<file path="config.mk">
export PLATFORM = sky130hd
export DESIGN_NAME = mont_final_addsub
export DESIGN_NICKNAME = d
export VERILOG_FILES = /design/src/rtl/mfa_pkg.sv /design/src/rtl/mfa_chain.sv /design/src/rtl/mfa_wordbuf.sv /design/src/rtl/mont_final_addsub.sv
export SDC_FILE = /design/constraint.sdc
export NUM_CORES = 1
export LEC_CHECK = 0
export CAP_MARGIN = 10
export CORE_MARGIN = 1
export CORE_UTILIZATION = 64
export CTS_CLUSTER_DIAMETER = 120
export DETAILED_ROUTE_END_ITERATION = 10
export DONT_BUFFER_PORTS = 1
export GPL_TIMING_DRIVEN = 0
export PLACE_DENSITY = 0.78
export SETUP_SLACK_MARGIN = 0.5
export SYNTH_ARGS = -nofsm -noshare
export SYNTH_HDL_FRONTEND = slang
export SYNTH_SLANG_ARGS = --single-unit
</file>
<file path="constraint.sdc">
create_clock -name clk -period 6.71 [get_ports clk]
set_input_delay 1.0065 -clock clk [delete_from_list [all_inputs] [get_ports clk]]
set_output_delay 1.0065 -clock clk [all_outputs]
set_load 0.01 [all_outputs]
</file>
<file path="src/rtl/mfa_pkg.sv">
package mfa_pkg;
  typedef enum logic [2:0] {
    ST_IDLE,
    ST_READ,
    ST_FLUSH,
    ST_PICK,
    ST_EMIT,
    ST_TAIL
  } mfa_state_t;
endpackage

</file>
<file path="src/rtl/mfa_chain.sv">
module mfa_chain #(
  parameter int W = 16
) (
  input  logic         clk,
  input  logic         rst,
  input  logic         clr,
  input  logic         step,
  input  logic [W-1:0] add_a,
  input  logic [W-1:0] add_b,
  input  logic [W-1:0] sub_n,
  output logic [W-1:0] sum_w,
  output logic [W-1:0] diff_w,
  output logic         carry,
  output logic         borrow
);
  logic [W:0] sum_x;
  logic [W:0] diff_x;

  always_comb begin
    sum_x  = {1'b0, add_a} + {1'b0, add_b} + {{W{1'b0}}, carry};
    diff_x = {1'b0, sum_x[W-1:0]} - {1'b0, sub_n} - {{W{1'b0}}, borrow};
    sum_w  = sum_x[W-1:0];
    diff_w = diff_x[W-1:0];
  end

  always_ff @(posedge clk) begin
    if (rst || clr) begin
      carry  <= 1'b0;
      borrow <= 1'b0;
    end else if (step) begin
      carry  <= sum_x[W];
      borrow <= diff_x[W];
    end
  end

  assert_chain_clear_R3: assert property (@(posedge clk) disable iff (rst)
    (clr && !step) |=> (carry == 1'b0 && borrow == 1'b0));
endmodule

</file>
<file path="src/rtl/mfa_wordbuf.sv">
module mfa_wordbuf #(
  parameter int W     = 16,
  parameter int DEPTH = 8,
  localparam int AW   = (DEPTH > 1) ? $clog2(DEPTH) : 1
) (
  input  logic          clk,
  input  logic          we,
  input  logic [AW-1:0] waddr,
  input  logic [W-1:0]  wdata,
  input  logic          re,
  input  logic [AW-1:0] raddr,
  output logic [W-1:0]  rdata
);
  logic [W-1:0] mem [DEPTH];

  always_ff @(posedge clk) begin
    if (we) mem[waddr] <= wdata;
    if (re) rdata <= mem[raddr];
  end
endmodule

</file>
<file path="src/rtl/mont_final_addsub.sv">
module mont_final_addsub
  import mfa_pkg::*;
#(
  parameter int W       = 16,
  parameter int MAXLEN  = 8,
  localparam int IW     = $clog2(2 * MAXLEN),
  localparam int AW     = (MAXLEN > 1) ? $clog2(MAXLEN) : 1,
  localparam int LW     = $clog2(MAXLEN + 1)
) (
  input  logic          clk,
  input  logic          rst,
  input  logic          start,
  input  logic          reduce_only,
  input  logic [LW-1:0] len,
  output logic          busy,
  output logic          done,
  output logic          took_sum,
  output logic          rd_en,
  output logic [IW-1:0] rd_idx,
  output logic [AW-1:0] n_idx,
  input  logic [W-1:0]  ab_word,
  input  logic [W-1:0]  a_word,
  input  logic [W-1:0]  qn_word,
  input  logic [W-1:0]  n_word,
  output logic          wr_en,
  output logic [AW-1:0] wr_addr,
  output logic [W-1:0]  wr_data
);
  mfa_state_t    state;
  logic [LW-1:0] len_q;
  logic          red_q;
  logic [IW-1:0] rd_cnt;
  logic          pv;
  logic [IW-1:0] pidx;
  logic [AW-1:0] ocnt;
  logic          ov;
  logic [AW-1:0] oaddr1;
  logic          accept;

  logic [IW-1:0] len_x;
  logic [LW:0]   two_len_m1;
  logic [IW-1:0] last_idx;
  logic [AW-1:0] last_out;
  logic          p_hi;
  logic [W-1:0]  op_a;
  logic [W-1:0]  op_n;
  logic [W-1:0]  sum_w, diff_w;
  logic          carry, borrow;
  logic [W-1:0]  s_q, sn_q;

  always_comb begin
    len_x      = IW'(len_q);
    two_len_m1 = {len_q, 1'b0} - (LW+1)'(1);
    last_idx   = IW'(two_len_m1);
    last_out   = AW'(len_q - LW'(1));
    accept     = start && (state == ST_IDLE);
    busy       = (state != ST_IDLE);
    rd_en      = (state == ST_READ);
    rd_idx     = rd_cnt;
    n_idx      = (rd_cnt >= len_x) ? AW'(rd_cnt - len_x) : '0;
    p_hi       = (pidx >= len_x);
    op_a       = red_q ? a_word : ab_word;
    op_n       = p_hi ? n_word : '0;
  end

  mfa_chain #(.W(W)) u_chain (
    .clk(clk), .rst(rst), .clr(accept), .step(pv),
    .add_a(op_a), .add_b(qn_word), .sub_n(op_n),
    .sum_w(sum_w), .diff_w(diff_w), .carry(carry), .borrow(borrow)
  );

  mfa_wordbuf #(.W(W), .DEPTH(MAXLEN)) u_sbuf (
    .clk(clk), .we(pv && p_hi), .waddr(AW'(pidx - len_x)), .wdata(sum_w),
    .re(state == ST_EMIT), .raddr(ocnt), .rdata(s_q)
  );

  mfa_wordbuf #(.W(W), .DEPTH(MAXLEN)) u_snbuf (
    .clk(clk), .we(pv && p_hi), .waddr(AW'(pidx - len_x)), .wdata(diff_w),
    .re(state == ST_EMIT), .raddr(ocnt), .rdata(sn_q)
  );

  always_ff @(posedge clk) begin
    if (rst) begin
      state    <= ST_IDLE;
      len_q    <= LW'(1);
      red_q    <= 1'b0;
      rd_cnt   <= '0;
      pv       <= 1'b0;
      pidx     <= '0;
      ocnt     <= '0;
      ov       <= 1'b0;
      oaddr1   <= '0;
      took_sum <= 1'b0;
      wr_en    <= 1'b0;
      wr_addr  <= '0;
      wr_data  <= '0;
      done     <= 1'b0;
    end else begin
      pv     <= (state == ST_READ);
      pidx   <= rd_cnt;
      ov     <= (state == ST_EMIT);
      oaddr1 <= ocnt;
      wr_en  <= ov;
      wr_addr <= oaddr1;
      wr_data <= took_sum ? s_q : sn_q;
      done   <= 1'b0;
      case (state)
        ST_IDLE: if (start) begin
          len_q  <= len;
          red_q  <= reduce_only;
          rd_cnt <= '0;
          state  <= ST_READ;
        end
        ST_READ: begin
          rd_cnt <= rd_cnt + IW'(1);
          if (rd_cnt == last_idx) state <= ST_FLUSH;
        end
        ST_FLUSH: state <= ST_PICK;
        ST_PICK: begin
          took_sum <= borrow && !carry;
          ocnt     <= '0;
          state    <= ST_EMIT;
        end
        ST_EMIT: begin
          ocnt <= ocnt + AW'(1);
          if (ocnt == last_out) state <= ST_TAIL;
        end
        ST_TAIL: if (wr_en && wr_addr == last_out) begin
          done  <= 1'b1;
          state <= ST_IDLE;
        end
        default: state <= ST_IDLE;
      endcase
    end
  end

  assert_read_range_R2: assert property (@(posedge clk) disable iff (rst)
    rd_en |-> ((LW+1)'(rd_idx) < {len_q, 1'b0}));
  assert_write_range_R7: assert property (@(posedge clk) disable iff (rst)
    wr_en |-> (LW'(wr_addr) < len_q));
  assert_done_single_R8: assert property (@(posedge clk) disable iff (rst)
    done |=> !done);
  assert_done_follows_write_R8: assert property (@(posedge clk) disable iff (rst)
    done |-> $past(wr_en));
  assert_start_ignored_R9: assert property (@(posedge clk) disable iff (rst)
    (busy && start) |=> ($stable(len_q) && $stable(red_q)));
endmodule

</file>
==> impl_metrics.yaml <==
cts:
  cts_sinks: 336
  cts_root_buffer: "clkbuf_16"
  cts_buffer_depth: 3
  htreeDepth: 1
  cts_tree: "yes"
  clk_pin_slew_worst_paths_ns: 0.07
  postCtsHoldBufs: 0
  numCtsBuffers: 31
  clock_latency_ns: 0.57
logic_synthesis:
  synth-main-ff-cell: "edfxtp_1"
  yosysWarnings: 0
  yosysMostFrequentCell: "edfxtp_1"
  synthCells: 931
  synth_edf_count: 288
  synth_area_leaders: "edfxtp_1, mux4_2, dfxtp_1"
  synthArstFlopShare: 0
  synth_area_sq_um: 14800
  synth.net_count: 1063
  synth_cell_types: 60
  synth_seq_area_share: 0.648
  ys_seq_elements: 336
  post-synth-top-area-cell: "edfxtp_1"
  synthDominantCellAreaShare: 0.583
  syn_area_per_cell_sq_um: 15.9
  synthTopCellsByCount: "edfxtp_1, mux4_2, ha_1"
cells_and_area:
  fin_nets: 1115
  num_antenna_cells: 0
  syn2layout_area_growth_pct: 11.4
  drive_gt1_frac: 0.208
  design_area_sq_um: 16500
  finalNonFillerCells: 1293
  register_area_sq_um: 9610
  nFillCells: 1408
  multi_input_area_sq_um: 4900
sta:
  finalCritPeriodShare: 0.855
  final_max_slew_viol_count: 0
  min_period_ns: 5.74
  fmax_ghz: 0.174
  hold_viol: 0
  tightest_slew_ns: 1.15
  finClkSkew_ns: 0.0361
  tns_ns: 0
  setup_viol: 0
  rsz0062_at_grt: "false"
  max_slew_margin: 0.236
setup_path:
  reg2reg_depth: 20
  startpoint: "red_q"
  crit_path_max_fanout: 10
  arrival_ns: 5.99
  r2r_start: "red_q"
  required_ns: 6.97
  rr_endpoint: "u_snbuf.mem[0][14]"
  reg2reg_slack_ns: 0.97
  cp-end-kind: "register"
  start_kind: "register"
  path_class: "reg2reg"
routing:
  drt_wl_total_mm: 32.4
  dr.pass1.iters: 5
  drt_iter0_markers: 753
  postRouteAntennaNets: 0
  viasPerCell: 6.43
  vias: 8313
  drc_errors: 0
  wl_per_cell_um: 25.1
power:
  power_density_nw_per_um2: 335
  max-vdd-ir-drop_v: 0.000293
  p_leak_nw: 5.58
grt:
  first_global_vias: 8247
  antenna_found_initial: 1
  grt_use_total: 0.285
  grt_max_degree: 37
  grt_pass1_wl_mm: 48.9
  grt.overflow.total: 0
min_path:
  whs_path_depth: 1
  min_delay_worst_endpoint: "wr_addr[2]"
  hold_path.class: "reg2reg"
  hold_path.startpoint: "oaddr1[2]"
placement:
  place_area_sq_um: 15500
  place_hpwl_mm: 21.9
  port_buffers: 0
  placedCellCount: 1235
  gp_congestion: 0.870
status:
  status: "completed"
floorplanning:
  io_pins: 103
  fp.coreArea_sq_um: 22700
  rows: 55
  die-area_sq_um: 23800
  fp.dieW_um: 154
  initial_core_util: 0.653
  die_y_um: 154
job:
  maxCapViolations: 0
## flip-flops by register name, summed over array words and instances, names as in the netlist, 3 cells and up
name           cells
len_q              4
oaddr1             3
ocnt               3
pidx               4
rd_idx             4
state              3
u_sbuf.mem       128
u_sbuf.rdata      16
u_snbuf.mem      128
u_snbuf.rdata     16
wr_addr            3
wr_data           16
## power breakdown
group          total, W  internal, W  switching, W
Clock           0.00175      0.00101      0.000735
Combinational   0.00112     0.000330      0.000789
Sequential      0.00266      0.00264     0.0000194
## routing by layer
layer,global-route usage,wire length (um)
met5,0,13
met4,0.0924,843
met1,0.406,13200
met2,0.461,15600
met3,0.0434,2800
## worst max-delay path, stage by stage (launching register included)
cell      delay [ns]
dfxtp_1         0.32
clkbuf_1        0.47
clkbuf_2        0.42
mux2i_1         0.38
inv_1           0.09
ha_1            0.28
a21oi_1         0.19
nor2_1          0.08
or3_1           0.37
a221oi_2        0.32
and2b_1         0.23
xor2_1          0.29
ha_1            0.19
inv_1           0.04
ha_1            0.26
clkbuf_1        0.26
nand2_1         0.07
o21ai_0         0.23
o21ba_2         0.21
o21ai_0         0.20
xor2_1          0.53
## worst max-delay path by stage
stage,end,cells past startpoint
floorplan,u_snbuf.mem[0][13],19
global placement,u_sbuf.mem[5][6],8
detailed placement,u_snbuf.mem[3][14],20
CTS,u_snbuf.mem[5][14],20
global route,u_snbuf.mem[0][14],20
finish,u_snbuf.mem[0][14],20
## cells by family (layout without fill, tap and decap cells)
group / count (synthesis) / count (layout) / share of synthesized area
mux: 129 / 129 / 0.145
simple gates: 173 / 173 / 0.0586
buf+inv: 92 / 169 / 0.0245
compound gates: 95 / 95 / 0.0426
flops: 336 / 336 / 0.648
fa+ha+maj: 60 / 60 / 0.0537
xor+xnor: 46 / 46 / 0.0272
## area by class of cell
type | count | area share
Sequential cell | 336 | 0.582
Buffer | 38 | 0.00985
Clock inverter | 19 | 0.0106
Multi-Input combinational cell | 503 | 0.297
Clock buffer | 39 | 0.0515
Timing Repair Buffer | 19 | 0.0155
Inverter | 54 | 0.0123
Tap cell | 285 | 0.0216
## cell usage in the layout, fill, tap and decap left out, types with 26 or more instances in the layout
master / Yosys / routed
mux2_2: 47 / 47
a21oi_1: 33 / 33
edfxtp_1: 288 / 288
inv_1: 53 / 53
ha_1: 54 / 54
dfxtp_1: 48 / 48
nand2_1: 34 / 34
mux4_2: 64 / 64
clkbuf_16: 0 / 32
nor2_1: 49 / 45
nor2b_1: 34 / 34
xor2_1: 26 / 26
## per-stage QoR
step                total power [W]  setup slack, ns  hold WS, ns   util
finish                      0.00553            0.972        0.433  0.727
global route                0.00573            0.579        0.461  0.727
CTS                         0.00554            0.728        0.437  0.727
detailed placement          0.00380            0.802        0.430  0.682
global placement            0.00375           -0.239        0.421  0.668
floorplan                   0.00344             1.74        0.414      -
## timing repair
action,CTS,global route
setup buffers,0,0
setup endpoints to repair,0,16
gates resized for setup,0,2
No activity file was read; power rests on OpenSTA's default activity.
